### src/rtl/ctrl_timer_pkg.sv
// Package: shared types and constants for the control timer.
// Assumes: mode codes 0..4 are the only defined behaviours.
package ctrl_timer_pkg;

    typedef enum logic [2:0] {
        MODE_DELAY_ON  = 3'd0,
        MODE_LATCH_ON  = 3'd1,
        MODE_DELAY_OFF = 3'd2,
        MODE_PULSE     = 3'd3,
        MODE_PULSE_EXT = 3'd4
    } tmr_mode_e;

    typedef enum logic [1:0] {
        PH_IDLE   = 2'd0,
        PH_TIMING = 2'd1,
        PH_DONE   = 2'd2
    } tmr_phase_e;

    localparam int MIN_PER_HR  = 60;
    localparam int SEC_PER_MIN = 60;
    localparam int MS_PER_SEC  = 1000;

endpackage

### src/rtl/ctrl_timer_preset.sv
// Module: converts the hour/minute/second/millisecond fields into a tick count.
// Assumes: the result fits in CNT_W bits (larger values wrap); purely combinational.
module ctrl_timer_preset
    import ctrl_timer_pkg::*;
#(
    parameter int HR_W         = 5,
    parameter int MIN_W        = 6,
    parameter int SEC_W        = 6,
    parameter int MS_W         = 10,
    parameter int CNT_W        = 32,
    parameter int TICKS_PER_MS = 1
) (
    input  logic [HR_W-1:0]  hours,
    input  logic [MIN_W-1:0] minutes,
    input  logic [SEC_W-1:0] seconds,
    input  logic [MS_W-1:0]  millis,
    output logic [CNT_W-1:0] ticks
);

    localparam logic [CNT_W-1:0] K_MIN = CNT_W'(MIN_PER_HR);
    localparam logic [CNT_W-1:0] K_SEC = CNT_W'(SEC_PER_MIN);
    localparam logic [CNT_W-1:0] K_MS  = CNT_W'(MS_PER_SEC);
    localparam logic [CNT_W-1:0] K_TPM = CNT_W'(TICKS_PER_MS);

    logic [CNT_W-1:0] min_total;
    logic [CNT_W-1:0] sec_total;
    logic [CNT_W-1:0] ms_total;

    // Purpose: fold the fields into milliseconds, one unit at a time.
    always_comb begin
        min_total = CNT_W'(hours) * K_MIN + CNT_W'(minutes);
        sec_total = min_total * K_SEC + CNT_W'(seconds);
        ms_total  = sec_total * K_MS + CNT_W'(millis);
    end

    // A 1 ms time base needs no final scaling multiplier.
    generate
        if (TICKS_PER_MS == 1) begin : g_unit_tick
            assign ticks = ms_total;
        end else begin : g_scaled_tick
            assign ticks = ms_total * K_TPM;
        end
    endgenerate

endmodule

### src/rtl/ctrl_timer_edge.sv
// Module: registers the trigger level and flags its rising and falling edges.
// Assumes: the trigger is already synchronous to clk; reset sees it as low.
module ctrl_timer_edge (
    input  logic clk,
    input  logic rst_n,
    input  logic lvl,
    output logic rise,
    output logic fall
);

    logic lvl_q;

    // Purpose: keep the previous sampled level of the trigger.
    always_ff @(posedge clk) begin
        if (!rst_n) begin
            lvl_q <= 1'b0;
        end else begin
            lvl_q <= lvl;
        end
    end

    assign rise = lvl & ~lvl_q;
    assign fall = ~lvl & lvl_q;

endmodule

### src/rtl/ctrl_timer_count.sv
// Module: elapsed-tick counter plus the interval length captured at start.
// Assumes: clear beats load, and load beats advance; the sequencer drives all three.
module ctrl_timer_count #(
    parameter int CNT_W = 32
) (
    input  logic             clk,
    input  logic             rst_n,
    input  logic             clear,
    input  logic             load,
    input  logic             advance,
    input  logic [CNT_W-1:0] preset,
    output logic [CNT_W-1:0] cnt,
    output logic [CNT_W-1:0] limit,
    output logic             at_limit
);

    logic [CNT_W:0] cnt_inc;

    // Purpose: hold the elapsed count and capture the length at each start.
    always_ff @(posedge clk) begin
        if (!rst_n) begin
            cnt   <= '0;
            limit <= '0;
        end else if (clear) begin
            cnt <= '0;
        end else if (load) begin
            cnt   <= '0;
            limit <= preset;
        end else if (advance) begin
            cnt <= cnt + 1'b1;
        end
    end

    // Purpose: tell whether the next tick completes the interval (one extra bit avoids wrap).
    always_comb begin
        cnt_inc  = {1'b0, cnt} + {{CNT_W{1'b0}}, 1'b1};
        at_limit = (cnt_inc >= {1'b0, limit});
    end

endmodule

### src/rtl/ctrl_timer_seq.sv
// Module: phase sequencer and Q register for the five timer behaviours.
// Assumes: the mode is stable during an interval; codes outside 0..4 act as delay-on.
module ctrl_timer_seq
    import ctrl_timer_pkg::*;
(
    input  logic       clk,
    input  logic       rst_n,
    input  tmr_mode_e  mode,
    input  logic       s_lvl,
    input  logic       s_rise,
    input  logic       s_fall,
    input  logic       clr,
    input  logic       tick,
    input  logic       at_limit,
    output tmr_phase_e phase,
    output logic       q,
    output logic       load,
    output logic       clear,
    output logic       advance
);

    tmr_phase_e nxt;
    logic       q_nxt;
    logic       expire;

    // Purpose: next phase for the selected behaviour; clear wins over everything.
    always_comb begin
        nxt    = phase;
        expire = (phase == PH_TIMING) && tick && at_limit;
        case (mode)
            MODE_LATCH_ON: begin
                if (phase == PH_IDLE && s_rise)  nxt = PH_TIMING;
                else if (expire)                 nxt = PH_DONE;
            end
            MODE_DELAY_OFF: begin
                if (s_lvl)                       nxt = PH_IDLE;
                else if (phase == PH_IDLE && s_fall) nxt = PH_TIMING;
                else if (expire)                 nxt = PH_IDLE;
                else if (phase == PH_DONE)       nxt = PH_IDLE;
            end
            MODE_PULSE: begin
                if (phase == PH_IDLE) begin
                    if (s_rise) nxt = PH_TIMING;
                end else if (!s_lvl || expire) begin
                    nxt = PH_IDLE;
                end
            end
            MODE_PULSE_EXT: begin
                if (phase == PH_IDLE && s_rise)  nxt = PH_TIMING;
                else if (expire)                 nxt = PH_IDLE;
                else if (phase == PH_DONE)       nxt = PH_IDLE;
            end
            default: begin
                if (!s_lvl)                      nxt = PH_IDLE;
                else if (phase == PH_IDLE)       nxt = PH_TIMING;
                else if (expire)                 nxt = PH_DONE;
            end
        endcase
        if (clr) nxt = PH_IDLE;
    end

    // Purpose: Q value that follows the next phase (delay-off also follows S).
    always_comb begin
        case (mode)
            MODE_LATCH_ON:  q_nxt = (nxt == PH_DONE);
            MODE_DELAY_OFF: q_nxt = s_lvl || (nxt == PH_TIMING);
            MODE_PULSE:     q_nxt = (nxt == PH_TIMING);
            MODE_PULSE_EXT: q_nxt = (nxt == PH_TIMING);
            default:        q_nxt = (nxt == PH_DONE);
        endcase
        if (clr) q_nxt = 1'b0;
    end

    // Purpose: counter controls derived from the phase change.
    always_comb begin
        clear   = clr || (nxt == PH_IDLE);
        load    = (phase != PH_TIMING) && (nxt == PH_TIMING);
        advance = (phase == PH_TIMING) && tick && (nxt != PH_IDLE);
    end

    // Purpose: phase and Q registers.
    always_ff @(posedge clk) begin
        if (!rst_n) begin
            phase <= PH_IDLE;
            q     <= 1'b0;
        end else begin
            phase <= nxt;
            q     <= q_nxt;
        end
    end

endmodule

### src/rtl/ctrl_timer.sv
// Module: top of the multi-mode control timer; wires edge detect, preset
// conversion, counter and sequencer, and forms the remaining-time report.
// Assumes: all inputs are synchronous to clk; tick_in is high for one cycle per time unit.
module ctrl_timer
    import ctrl_timer_pkg::*;
#(
    parameter int HR_W         = 5,
    parameter int MIN_W        = 6,
    parameter int SEC_W        = 6,
    parameter int MS_W         = 10,
    parameter int CNT_W        = 32,
    parameter int TICKS_PER_MS = 1
) (
    input  logic             clk,
    input  logic             rst_n,
    input  logic             tick_in,
    input  logic             trig_in,
    input  logic             clr_in,
    input  logic [2:0]       mode_in,
    input  logic [HR_W-1:0]  tv_hours,
    input  logic [MIN_W-1:0] tv_minutes,
    input  logic [SEC_W-1:0] tv_seconds,
    input  logic [MS_W-1:0]  tv_millis,
    output logic             q_out,
    output logic [CNT_W-1:0] elapsed,
    output logic [CNT_W-1:0] remaining
);

    logic             s_rise;
    logic             s_fall;
    logic [CNT_W-1:0] preset_ticks;
    logic [CNT_W-1:0] cnt;
    logic [CNT_W-1:0] limit;
    logic             at_limit;
    logic             load;
    logic             clear;
    logic             advance;
    tmr_phase_e       phase;
    tmr_mode_e        mode;

    assign mode = tmr_mode_e'(mode_in);

    ctrl_timer_edge u_edge (
        .clk  (clk),
        .rst_n(rst_n),
        .lvl  (trig_in),
        .rise (s_rise),
        .fall (s_fall)
    );

    ctrl_timer_preset #(
        .HR_W        (HR_W),
        .MIN_W       (MIN_W),
        .SEC_W       (SEC_W),
        .MS_W        (MS_W),
        .CNT_W       (CNT_W),
        .TICKS_PER_MS(TICKS_PER_MS)
    ) u_preset (
        .hours  (tv_hours),
        .minutes(tv_minutes),
        .seconds(tv_seconds),
        .millis (tv_millis),
        .ticks  (preset_ticks)
    );

    ctrl_timer_count #(
        .CNT_W(CNT_W)
    ) u_count (
        .clk     (clk),
        .rst_n   (rst_n),
        .clear   (clear),
        .load    (load),
        .advance (advance),
        .preset  (preset_ticks),
        .cnt     (cnt),
        .limit   (limit),
        .at_limit(at_limit)
    );

    ctrl_timer_seq u_seq (
        .clk     (clk),
        .rst_n   (rst_n),
        .mode    (mode),
        .s_lvl   (trig_in),
        .s_rise  (s_rise),
        .s_fall  (s_fall),
        .clr     (clr_in),
        .tick    (tick_in),
        .at_limit(at_limit),
        .phase   (phase),
        .q       (q_out),
        .load    (load),
        .clear   (clear),
        .advance (advance)
    );

    // Purpose: report ticks left only while an interval is running.
    always_comb begin
        elapsed   = cnt;
        remaining = (phase == PH_TIMING) ? (limit - cnt) : '0;
    end

endmodule

### config.mk
export PLATFORM = sky130hd
export DESIGN_NAME = ctrl_timer
export DESIGN_NICKNAME = d
export VERILOG_FILES = /design/src/rtl/ctrl_timer_pkg.sv /design/src/rtl/ctrl_timer_preset.sv /design/src/rtl/ctrl_timer_edge.sv /design/src/rtl/ctrl_timer_count.sv /design/src/rtl/ctrl_timer_seq.sv /design/src/rtl/ctrl_timer.sv
export SDC_FILE = /design/constraint.sdc
export NUM_CORES = 1
export LEC_CHECK = 0
export ABC_AREA = 1
export BUFFER_PORTS_ARGS = -buffer_cell sky130_fd_sc_hd__buf_4
export CAP_MARGIN = 0
export CORE_ASPECT_RATIO = 0.9
export CORE_MARGIN = 3
export CORE_UTILIZATION = 64
export CTS_CLUSTER_DIAMETER = 120
export CTS_CLUSTER_SIZE = 16
export DETAILED_ROUTE_END_ITERATION = 10
export HOLD_SLACK_MARGIN = 0.15
export PLACE_DENSITY = 0.86
export SLEW_MARGIN = 15
export SYNTH_ARGS = -nofsm -noshare
export SYNTH_HDL_FRONTEND = slang
export SYNTH_HIERARCHICAL = 1
export SYNTH_SLANG_ARGS = --single-unit
### constraint.sdc
create_clock -name clk -period 13.61 [get_ports clk]
set_input_delay 1.361 -clock clk [delete_from_list [all_inputs] [get_ports clk]]
set_output_delay 1.361 -clock clk [all_outputs]
set_load 0.02 [all_outputs]
==> After elaboration in Yosys (flattened, before gate mapping) <==
Cells that the tools add are included.
{ "classes": {"magnitude_cmp": 1, "n_mul": 3, "bitwise": 6, "n_reduce_logical": 17, "add_sub_neg": 6, "eq_ne": 9, "mux": 16} }
{ "ops": {"columns": ["operator", "count"], "rows": [
  ["adder 32 x 1 -> 33 bit, second input constant", 1],
  ["greater-or-equal comparator 33 x 32 -> 1 bit", 1],
  ["adder 32 x 1 -> 32 bit, second input constant", 1],
  ["adder 32 x 10 -> 32 bit", 1],
  ["adder 32 x 6 -> 32 bit", 1],
  ["multiplier 32 x 4 -> 30 bit, second input constant", 1],
  ["multiplier 32 x 7 -> 29 bit, second input constant", 1],
  ["2-to-1 mux 32 bit", 1],
  ["subtractor 32 bit", 1],
  ["2-to-1 mux 2 bit", 13],
  ["adder 11 x 6 -> 12 bit", 1],
  ["multiplier 5 x 4 -> 9 bit, second input constant", 1],
  ["one-hot mux 2 bit (4 select lines)", 1],
  ["== test 3 x 2 -> 1 bit, second input constant", 2],
  ["logical AND 1 bit", 6],
  ["== test 2 x 1 -> 1 bit, second input constant", 2],
  ["== test 2 bit, second input constant", 2],
  ["zero test 2 bit", 2],
  ["inverter 1 bit", 4],
  ["OR reduction 2 bit", 2],
  ["== test 3 x 1 -> 1 bit, second input constant", 1],
  ["== test 3 bit, second input constant", 1],
  ["logical OR 1 bit", 3],
  ["OR reduction 3 bit", 1],
  ["6 further kinds", 7]
]} }
{ "word_totals": {"output_inout_bits": 65, "ff_bits": 68} }

==> Longest topological paths before layout <==
{ "logic_depth": {"depth_word": 12, "mapped_depth": 57} }

==> Hierarchy <==
The synthesis kept the hierarchy.
{ "modules_own_cells": {"columns": ["module", "cells_per_inst", "instances", "area_each_um2"], "rows": [
  ["ctrl_timer_preset", 1139, 1, 7417.1],
  ["ctrl_timer_count", 606, 1, 4033.9],
  ["ctrl_timer", 571, 1, 2711.4],
  ["ctrl_timer_seq", 69, 1, 372.9],
  ["ctrl_timer_edge", 7, 1, 45.0]
]} }

==> Worst setup path before layout <==
Ideal clock, no wire load.
{ "synth_path": {"kind": "in2reg", "startpoint": "input tv_hours[0]", "endpoint": "register u_count.limit[27]", "path_buffers": 0, "stages": 45, "setup_slack_ps": 3333, "arrival_time_ps": 10207, "setup_ps": 70, "cell_sequence": "fa_1 > inv_1 > fa_1 > fa_1 > inv_1 > ha_1 > nand2_1 > o211ai_1 > xor2_1 > fa_1 > fa_1 > inv_1 > ha_1 > nand2_1 > nor2_1 > nand2_1 > nand3_1 > nand2_1 > (+9 left out) > fa_1 > fa_1 > inv_1 > ha_1 > a21o_1 > nor2_1 > inv_1 > a21oi_1 > nand2_1 > nand2_1 > nand2_1 > nor2_1 > nand2_1 > nor2_1 > nand4_1 > nand2_1 > o21ai_0 > a21oi_1"} }
{ "synth_between": {"elab_chain_len": 6} }
{ "synth_rtl": {"columns": ["element", "line_no", "text"], "rows": [
  ["start: declaration", "ctrl_timer.sv:20", "input logic [HR_W-1:0] tv_hours,"],
  ["multiplier 5 x 4 -> 9 bit", "ctrl_timer_preset.sv:31", "min_total = CNT_W'(hours) * K_MIN + CNT_W'(minutes);"],
  ["adder 11 x 6 -> 12 bit", "ctrl_timer_preset.sv:31", null],
  ["multiplier 32 x 4 -> 30 bit", "ctrl_timer_preset.sv:32", "sec_total = min_total * K_SEC + CNT_W'(seconds);"],
  ["adder 32 x 6 -> 32 bit", "ctrl_timer_preset.sv:32", null],
  ["multiplier 32 x 7 -> 29 bit", "ctrl_timer_preset.sv:33", "ms_total = sec_total * K_MS + CNT_W'(millis);"],
  ["adder 32 x 10 -> 32 bit", "ctrl_timer_preset.sv:33", null],
  ["via preset_ticks[27]", "ctrl_timer.sv:31", "logic [CNT_W-1:0] preset_ticks;"],
  ["end signal: assignment", "ctrl_timer_count.sv:28", "limit <= preset;"],
  ["end: declaration", "ctrl_timer_count.sv:13", "output logic [CNT_W-1:0] limit,"]
]} }
The timed path passes the listed nets, and every way through them passes these cells.
A chain may end at the register's enable or synchronous reset.

==> Worst setup path in the final report <==
Ends and elaborated chain as after synthesis.

==> flow_summary_export.csv <==
group,metric,value,unit
route,wire_per_inst,14.2,microns
route,drt_iter0_drc,1063,
setup_path,end_kind,"flip-flop",
floorplanning,fp.coreArea,22000,sq um
setup_path,slowest_delay,0.57,ns
route,drt_first_pass_iters,7,
placement,port_buffers,99,
synthesis,syn-cell-area,14600,sq um
finish,nNetsFinal,2770,
clock_network,cts_root_buf,"clkbuf_16",
setup_path,cp-start-kind,"input pin",
synthesis,avgSynthCellArea,6.10,sq um
clock_network,cts_setup_buffers,0,
clock_network,clkTransAtPathRegs,0.06,ns
synthesis,seq_area_frac_synth,0.0934,
global_routing,grt-ovfl-total,0,
clock_network,insertion_delay,0.34,ns
clock_network,clock_path_buffers,2,
synthesis,synth_top_flop_cell,"dfxtp_1",
floorplanning,num_rows,51,
clock_network,htree_levels,3,
setup_path,worstSetupPathType,"input pin to flip-flop",
finish,syn2layout_area_growth,9.29,%
clock_network,hold_buffers,0,
route,via_count,14700,
timing,slew_headroom,0.501,
timing,setup_viol,0,
clock_network,cts_buffers,9,
floorplanning,die_area,24600,sq um
synthesis,synth_top_area_cell,"nand2_1",
route,drc,0,
finish,diodes,0,
timing,worst_slack,2.52,ns
synthesis,ys_async_sr_fraction,0,
synthesis,synth-edff-count,0,
clock_network,cts_tree,"done",
timing,clock.fmax,90.2,MHz
placement,place_inst,2763,
setup_path,cp.required,13.88,ns
global_routing,antenna_found_initial,0,
setup_path,cp.arrival,11.36,ns
global_routing,grt_pass1_vias,14200,
route,routed_wl,39.4,mm
synthesis,synth_commonest_cells,"nand2_1, inv_1, nor2_1, ha_1, a21oi_1",
synthesis,yosys_register_bits,68,
synthesis,synth_most_common_cell,"nand2_1",
floorplanning,dieHeight,149,microns
timing,hold_viol,0,
timing,slew_viol_final,0,
setup_path,path_max_fanout,6,
route,final_antenna_net_count,0,
flow_run,maxCapViolCount,0,
timing,rsz0062_at_grt,"no",
setup_path,slowest_stage,"fa_1",
timing,setup_tns,0,ns
synthesis,synth.distinct_cells,54,
global_routing,grt_usage,0.323,
finish,fin_cells,2779,
placement,gp_congestion,0.961,
global_routing,grt_start_max_net_pins,64,
timing,min_period_over_period,0.815,
placement,dpl_worst_slack,2.33,ns
clock_network,post_cts_resized,0,
synthesis,synth.top_cell.area_share,0.166,
global_routing,grt_pass1_wl,65.3,mm
finish,drive_gt1_frac,0.101,
floorplanning,initial_core_util,0.662,
floorplanning,fp.dieW,165,microns
route,vias_per_cell,5.30,
clock_network,clkSinkCount,68,
timing,worstMarginPinSlew,0.746,ns
floorplanning,num_io_pins,100,
placement,dpl.hpwl,33.8,mm
timing,skew,0.0119,ns
timing,fin_crit,11.09,ns
synthesis,yosysWarningCount,6,
synthesis,ys_top_cells_by_area,"nand2_1, ha_1, inv_1",
hold_path,hp-class,"flip-flop to flip-flop",
synthesis,syn-instance-count,2392,
setup_path,crit_path_frequent_cell,"nand2_1",
run_status,status,"finished clean",
==> area by class of cell <==
cell class	instances	area [sq um]
Timing Repair Buffer	103	773
Clock buffer	11	253
Inverter	573	2150
Tap cell	291	364
Fill cell	1917	6080
Multi-Input combinational cell	1728	10900
Clock inverter	5	83.8
Sequential cell	68	1360
==> flip-flops by register name, indices dropped and copies added, names as in the netlist <==
| signal | flops |
|---|---|
| u_edge/lvl_q | 1 |
| u_seq/q | 1 |
| u_count/cnt | 32 |
| u_seq/phase | 2 |
| u_count/limit | 32 |
==> per-layer routing <==
layer / up-vias / global-route usage / share of wire / wire length [microns]
met3: 79 / 0.0242 / 0.047 / 1860
li1: 7521 / - / - / -
met5: - / 0 / 0 / 0
met4: 0 / 0.111 / 0.033 / 1290
met2: 449 / 0.589 / 0.49 / 19500
met1: 6676 / 0.399 / 0.43 / 16800
==> cells in the final DEF, fill, tap and decap left out, types with 11 or more instances in the layout <==
master,Yosys,final
xor2_1,42,42
xnor2_1,26,26
nand3_2,11,11
nand3_1,121,121
o21ai_0,84,84
fa_1,87,87
nand2_2,41,41
nor2_2,19,19
inv_1,548,548
inv_2,23,23
nand4_1,47,47
dfxtp_1,68,68
nor2_4,11,11
nor2_1,186,186
ha_1,165,165
a21oi_1,135,135
nor3_1,21,21
nand2_1,643,643
buf_4,6,103
==> critical path, delay by kind of cell <==
kind	cells	cell delay, ns
AO/OA/AOI/OAI	5	0.83
buffers and inverters	8	0.55
adder cells (fa/ha/maj)	12	5.76
XOR/XNOR	1	0.55
AND/OR/NAND/NOR	20	2.27
==> kinds of logic after synthesis <==
| family | synth area share |
|---|---|
| and+or+nand+nor | 0.350 |
| buffers and inverters | 0.156 |
| AOI/OAI and AO/OA | 0.0941 |
| adders and majority gates | 0.262 |
| xor gates and xnor gates | 0.0442 |
| DFF | 0.0934 |
| other | 0.000257 |
==> final timing paths <==
kind / startpoint / to / slack, ns / cells past startpoint
worst max register to register: u_count/cnt[0] / u_count/cnt[8] / 8.15 / 34
worst max-delay path: tv_hours[0] / u_count/limit[27] / 2.52 / 46
worst min register to register: u_count/limit[2] / u_count/limit[2] / 0.49 / 2
worst min-delay path: u_count/limit[2] / u_count/limit[2] / 0.49 / 2
==> through the flow <==
| step | utilization | cell area, sq um | hold slack [ns] |
|---|---|---|---|
| after floorplan | - | 14600 | 0.453 |
| after global placement | 0.709 | 15600 | 0.478 |
| after detailed placement | 0.709 | 15600 | 0.484 |
| after CTS | 0.724 | 15900 | 0.493 |
| after global routing | 0.724 | 15900 | 0.530 |
| final | 0.724 | 15900 | 0.491 |
Power is left out: the tool's default activity adds up to more than one toggle a clock period on the data nets, which glitch-free logic cannot reach.
